--- src/rtl/vidshadow_pkg.sv ---
package vidshadow_pkg;
  localparam int unsigned ADDR_W   = 16;
  localparam int unsigned BYTE_W   = 8;
  localparam logic [ADDR_W-1:0] TXT_LO = 16'h0400;
  localparam logic [ADDR_W-1:0] TXT_HI = 16'h0BFF;
  localparam logic [ADDR_W-1:0] GFX_LO = 16'h2000;
  localparam logic [ADDR_W-1:0] GFX_HI = 16'h5FFF;

  typedef enum logic [1:0] {
    BANK_NONE = 2'd0,
    BANK_MAIN = 2'd1,
    BANK_AUX  = 2'd2
  } bank_e;
endpackage

--- src/rtl/vs_window_decode.sv ---
module vs_window_decode
  import vidshadow_pkg::*;
(
  input  logic [ADDR_W-1:0] addr,
  output logic              in_window
);
  logic in_txt, in_gfx;
  always_comb begin
    in_txt    = (addr >= TXT_LO) && (addr <= TXT_HI);
    in_gfx    = (addr >= GFX_LO) && (addr <= GFX_HI);
    in_window = in_txt || in_gfx;
  end
endmodule

--- src/rtl/vs_bank_steer.sv ---
module vs_bank_steer
  import vidshadow_pkg::*;
#(
  parameter int unsigned AW = 16,
  parameter int unsigned DW = 8
) (
  input  logic          clk,
  input  logic          rst_n,
  input  logic          fire,
  input  logic          is_write,
  input  logic          in_window,
  input  logic          aux_flag,
  input  logic [AW-1:0] addr,
  input  logic [DW-1:0] data,
  output logic [1:0]    we,
  output logic [AW-1:0] waddr [2],
  output logic [DW-1:0] wdata [2]
);
  bank_e target;
  always_comb begin
    target = BANK_NONE;
    if (fire && is_write && in_window)
      target = aux_flag ? BANK_AUX : BANK_MAIN;
  end

  for (genvar b = 0; b < 2; b++) begin : g_port
    localparam bank_e MY_BANK = (b == 0) ? BANK_MAIN : BANK_AUX;
    always_ff @(posedge clk) begin
      if (!rst_n) begin
        we[b]    <= 1'b0;
        waddr[b] <= '0;
        wdata[b] <= '0;
      end else begin
        we[b] <= (target == MY_BANK);
        if (target == MY_BANK) begin
          waddr[b] <= addr;
          wdata[b] <= data;
        end
      end
    end
  end


  read_no_write_chk: assert property (@(posedge clk) disable iff (!rst_n)
    (fire && !is_write) |=> (we == 2'b00));

  one_bank_chk: assert property (@(posedge clk) disable iff (!rst_n)
    $countones(we) <= 1);

  window_only_chk: assert property (@(posedge clk) disable iff (!rst_n)
    (fire && !in_window) |=> (we == 2'b00));
endmodule

--- src/rtl/vs_cfg_mailbox.sv ---
module vs_cfg_mailbox #(
  parameter int unsigned DEPTH = 32,
  parameter int unsigned DW    = 8,
  parameter int unsigned AW    = 16,
  localparam int unsigned IW   = $clog2(DEPTH)
) (
  input  logic          clk,
  input  logic          rst_n,
  input  logic          fire,
  input  logic          is_write,
  input  logic          romsel,
  input  logic [AW-1:0] addr,
  input  logic [DW-1:0] data,
  input  logic [IW-1:0] raddr,
  output logic [DW-1:0] rdata,
  output logic          done
);
  logic [DW-1:0] slots [DEPTH];
  logic          store, last;

  always_comb begin
    store = fire && is_write && romsel;
    last  = store && (addr[7:0] == 8'hFF);
  end

  for (genvar i = 0; i < DEPTH; i++) begin : g_slot
    always_ff @(posedge clk) begin
      if (!rst_n)
        slots[i] <= '0;
      else if (store && (addr[IW-1:0] == IW'(i)))
        slots[i] <= data;
    end
  end

  always_ff @(posedge clk) begin
    if (!rst_n) done <= 1'b0;
    else        done <= last;
  end

  assign rdata = slots[raddr];


  done_follows_last_chk: assert property (@(posedge clk) disable iff (!rst_n)
    (fire && is_write && romsel && addr[7:0] == 8'hFF) |=> done);

  done_has_cause_chk: assert property (@(posedge clk) disable iff (!rst_n)
    (!fire || !is_write || !romsel) |=> !done);

  mailbox_hold_chk: assert property (@(posedge clk) disable iff (!rst_n)
    (fire && !romsel && raddr == addr[IW-1:0]) |=> $stable(rdata) || $changed(raddr));
endmodule

--- src/rtl/vidshadow_snoop.sv ---
module vidshadow_snoop
  import vidshadow_pkg::*;
#(
  parameter int unsigned BUS_DW    = 16,
  parameter int unsigned CFG_DEPTH = 32,
  localparam int unsigned CFG_IW   = $clog2(CFG_DEPTH)
) (
  input  logic                clk,
  input  logic                rst_n,
  input  logic                snoop_valid,
  output logic                snoop_ready,
  input  logic [ADDR_W-1:0]   snoop_addr,
  input  logic [BUS_DW-1:0]   snoop_data,
  input  logic                snoop_rnw,
  input  logic                snoop_aux,
  input  logic                snoop_romsel,
  output logic                main_we,
  output logic [ADDR_W-1:0]   main_addr,
  output logic [BYTE_W-1:0]   main_wdata,
  output logic                aux_we,
  output logic [ADDR_W-1:0]   aux_addr,
  output logic [BYTE_W-1:0]   aux_wdata,
  output logic                cfg_done,
  input  logic [CFG_IW-1:0]   cfg_raddr,
  output logic [BYTE_W-1:0]   cfg_rdata
);
  logic              fire, in_win;
  logic [BYTE_W-1:0] byte_in;
  logic [1:0]        we;
  logic [ADDR_W-1:0] waddr [2];
  logic [BYTE_W-1:0] wdata [2];

  always_ff @(posedge clk) begin
    if (!rst_n) snoop_ready <= 1'b0;
    else        snoop_ready <= 1'b1;
  end

  assign fire    = snoop_valid && snoop_ready;
  assign byte_in = snoop_data[BYTE_W-1:0];

  vs_window_decode u_dec (.addr(snoop_addr), .in_window(in_win));

  vs_bank_steer #(.AW(ADDR_W), .DW(BYTE_W)) u_steer (
    .clk(clk), .rst_n(rst_n), .fire(fire), .is_write(!snoop_rnw),
    .in_window(in_win), .aux_flag(snoop_aux), .addr(snoop_addr),
    .data(byte_in), .we(we), .waddr(waddr), .wdata(wdata)
  );

  vs_cfg_mailbox #(.DEPTH(CFG_DEPTH), .DW(BYTE_W), .AW(ADDR_W)) u_cfg (
    .clk(clk), .rst_n(rst_n), .fire(fire), .is_write(!snoop_rnw),
    .romsel(snoop_romsel), .addr(snoop_addr), .data(byte_in),
    .raddr(cfg_raddr), .rdata(cfg_rdata), .done(cfg_done)
  );

  assign main_we    = we[0];
  assign main_addr  = waddr[0];
  assign main_wdata = wdata[0];
  assign aux_we     = we[1];
  assign aux_addr   = waddr[1];
  assign aux_wdata  = wdata[1];


  idle_quiet_chk: assert property (@(posedge clk) disable iff (!rst_n)
    !(snoop_valid && snoop_ready) |=> !main_we && !aux_we && !cfg_done);

  aux_steer_chk: assert property (@(posedge clk) disable iff (!rst_n)
    (snoop_valid && snoop_ready && snoop_aux) |=> !main_we);

  write_pulse_chk: assert property (@(posedge clk) disable iff (!rst_n)
    main_we |=> !main_we || $past(snoop_valid));
endmodule

--- config.mk ---
export PLATFORM = sky130hd
export DESIGN_NAME = vidshadow_snoop
export DESIGN_NICKNAME = d
export VERILOG_FILES = /design/src/rtl/vidshadow_pkg.sv /design/src/rtl/vs_window_decode.sv /design/src/rtl/vs_bank_steer.sv /design/src/rtl/vs_cfg_mailbox.sv /design/src/rtl/vidshadow_snoop.sv
export SDC_FILE = /design/constraint.sdc
export NUM_CORES = 1
export LEC_CHECK = 0
export BUFFER_PORTS_ARGS = -buffer_cell sky130_fd_sc_hd__buf_4
export CORE_MARGIN = 8
export CORE_UTILIZATION = 51
export CTS_CLUSTER_DIAMETER = 50
export CTS_CLUSTER_SIZE = 28
export DETAILED_ROUTE_END_ITERATION = 16
export GPL_ROUTABILITY_DRIVEN = 1
export PLACE_DENSITY = 0.69
export SKIP_CTS_REPAIR_TIMING = 1
export SKIP_LAST_GASP = 1
export SYNTH_ARGS = -nofsm -noshare
export SYNTH_HDL_FRONTEND = slang
export SYNTH_HIERARCHICAL = 1
export SYNTH_SLANG_ARGS = --single-unit
--- constraint.sdc ---
create_clock -name clk -period 4.1 [get_ports clk]
set_clock_uncertainty 0.05 [all_clocks]
set_input_delay 0.41 -clock clk [delete_from_list [all_inputs] [get_ports clk]]
set_output_delay 0.41 -clock clk [all_outputs]
set_load 0.05 [all_outputs]
==> impl_metrics.ini <==
[pwr]
p_int_mw = 5.262
clock_power_share_pct = 41.9
leakage_nw = 6.167
ir_drop_mv = 0.2752
power_frac_comb_pct = 7.2
p_per_area_nw_per_um2 = 424.7
p_sw_mw = 1.538
switching_share_pct = 22.61
p_seq_share_pct = 51.0

[global_route]
grt_pass1_wl_mm = 49.08
grt_pass1_vias = 8243
grt_max_degree = 108
grt_use_total_pct = 19.22
overflow = 0
antenna_found_initial = 0

[floorplanning]
die_w_um = 181.1
die_y_um = 181.1
initial_core_util_pct = 51.74
io_pins = 103
fp-row-count = 60
die-area_sq_um = 32800
fp.coreArea_sq_um = 26880

[sta]
setup_viol = 0
rsz0062_at_grt = false
layout_worst_path_cycle_share_pct = 76.35
slew_viol_final = 0
finalHoldViolCount = 0
final.setup.tns_ns = 0
relSlewSlack_pct = 15.39
worst_pin_slew_ns = 1.256
min_period_ns = 3.130
fmax_ghz = 0.3195

[worst_setup_path]
critical_path_class = input pin to output pin
cp.arrival_ns = 2.67
cp-start-kind = input pin
cp-end-kind = output pin
r2r_cells = 4
crit_start = cfg_raddr[1]
required_ns = 3.64
rrSetupSlack_ns = 1.76
path_max_fanout = 22
setup.worst_path.end = cfg_rdata[5]
rr_endpoint = u_cfg/slots[19][2]$_SDFFCE_PN0P_
r2r-start = snoop_ready$_DFF_P_

[placement]
dpl.hpwl_mm = 20.79
globalplace.congestion = 0.7912
port_buffers = 94

[synthesis]
synth_nets = 982
synth_top_area_share_pct = 55.29
synth_area_sq_um = 13900
syn_inst = 939
yosysTopAreaCell = edfxtp_1
synthDistinctLibCells = 29
ys_seq_elements = 308
yosysSeqAreaShare_pct = 62.77
yosys_warnings = 6
synthTopCellsByArea = edfxtp_1, mux4_2, and2_1
syn_avg_cell_area_sq_um = 14.81

[cells_and_area]
syn2layout_area_growth_pct = 15.14
fin_util_pct = 59.57
fillers = 2043
antenna_cells = 0
layout.nets = 1067
final_common_cell = and2_1
drive_above_1_share_pct = 26.05
final_cell_mix = and2_1, edfxtp_1, buf_4

[route]
first_iter_violations = 638
wire_per_inst_um = 22.51
vias = 7819
routed_wl_mm = 31.27
via_per_inst = 5.629
drt_first_pass_iters = 5
drc = 0
ant_nets = 0

[clock_tree]
numCtsBuffers = 30
cts.sinks = 308
clockRootBuffer = clkbuf_16
cts-htree-levels = 1
tritoncts = yes
cts.clk_slew.worst_paths_ns = 0.06
clk_path_buf_depth = 3
clock_latency_ns = 0.55

[outcome]
status = complete, no violations

[hold_path]
hold_class = input pin to flop
min_path_cells = 2

[job]
drv_cap = 0
[registers in the layout, summed over array words and instances (netlist names)]
| register | flops |
|---|---|
| u_cfg/slots | 256 |
| u_steer/waddr | 32 |
| u_steer/wdata | 16 |
| u_steer/we | 2 |
| snoop_ready | 1 |
| u_cfg/done | 1 |
[critical path, cell delays in order]
cell and delay, ns:
buf_4 0.38, buf_12 0.28, mux4_2 0.59, mux4_2 0.50, mux2_2 0.29, buf_4 0.19
[through the flow]
| step | hold WS [ns] | worst slack, ns | power (mW) | instance area [sq um] | std cells |
|---|---|---|---|---|---|
| after CTS | 0.04894 | 0.9277 | 6.863 | 16010 | 1389 |
| after detailed placement | 0.3976 | 0.9306 | 4.030 | 14960 | 1333 |
| after global placement | 0.3924 | 0.9318 | 4.021 | 14960 | 1333 |
| final | 0.06761 | 0.9698 | 6.800 | 16010 | 1389 |
| after global routing | 0.05758 | 0.8587 | 7.006 | 16010 | 1389 |
| after floorplan | 0.3877 | 1.366 | 3.843 | 13900 | 939 |
[cell families (layout without fill, tap and decap cells)]
group           count (synthesis)  in the layout  share of synthesized area (%)
simple gates                  385            385                          16.29
flops                         308            308                          62.77
mux                           136            136                          17.06
buf+inv                        75            184                          2.564
compound gates                 34             34                          1.251
xor+xnor                        1              1                        0.06300
[how the worst min path moves through the flow]
stage	startpoint	end	slack [ns]
final	snoop_addr[5]	u_cfg/done$_SDFF_PN0_	0.07
after global placement	u_steer/waddr[26]$_SDFFE_PN0N_	u_steer/waddr[26]$_SDFFE_PN0N_	0.39
after floorplan	rst_n	snoop_ready$_DFF_P_	0.39
after CTS	snoop_addr[5]	u_cfg/done$_SDFF_PN0_	0.05
after global routing	snoop_addr[5]	u_cfg/done$_SDFF_PN0_	0.06
after detailed placement	u_steer/waddr[24]$_SDFFE_PN0N_	u_steer/waddr[24]$_SDFFE_PN0N_	0.40
[power groups by stage]
stage          combinational (mW)  sequential [mW]  clock [mW]
6_report                    0.487             3.47        2.85
5_1_grt                     0.521             3.47        3.01
4_1_cts                     0.495             3.47        2.90
3_5_place_dp                0.494             3.54           0
3_3_place_gp                0.490             3.53           0
2_1_floorplan               0.299             3.54           0
[per-layer routing]
layer,wire length (um),vias up,GRT usage (%)
met5,0,-,0
met4,618,0,4.821
met3,2438,36,4.413
met2,14600,285,30.95
met1,13610,3862,26.13
li1,-,3636,-
[cell type report]
type / instances / area, sq um / area share, %
Clock buffer: 42 / 939.7 / 5.869
Inverter: 3 / 11.26 / 0.07034
Multi-Input combinational cell: 556 / 4820 / 30.11
Sequential cell: 308 / 8728 / 54.52
Clock inverter: 14 / 107.6 / 0.6721
Tap cell: 341 / 426.7 / 2.665
Timing Repair Buffer: 125 / 975.9 / 6.096
[Yosys cell counts]
cell type    n
and2_1     258
edfxtp_1   256
mux4_2      80
nand2_1     72
dfxtp_1     52
clkbuf_1    48
mux2i_1     48
o21ai_0     32
nor3_1      30
buf_1        8
mux2_2       8
buf_4        7
buf_6        6
nand4bb_1    6
nand4b_1     5
buf_2        3
inv_1        3
or4b_2       3
nand4_1      2
nor2_1       2
nor3_2       2
a21oi_1      1
and4_1       1
and4b_1      1
nand4_2      1
o31a_1       1
or4_1        1
or4b_1       1
xnor2_1      1
(Power assumes the default switching activity.)
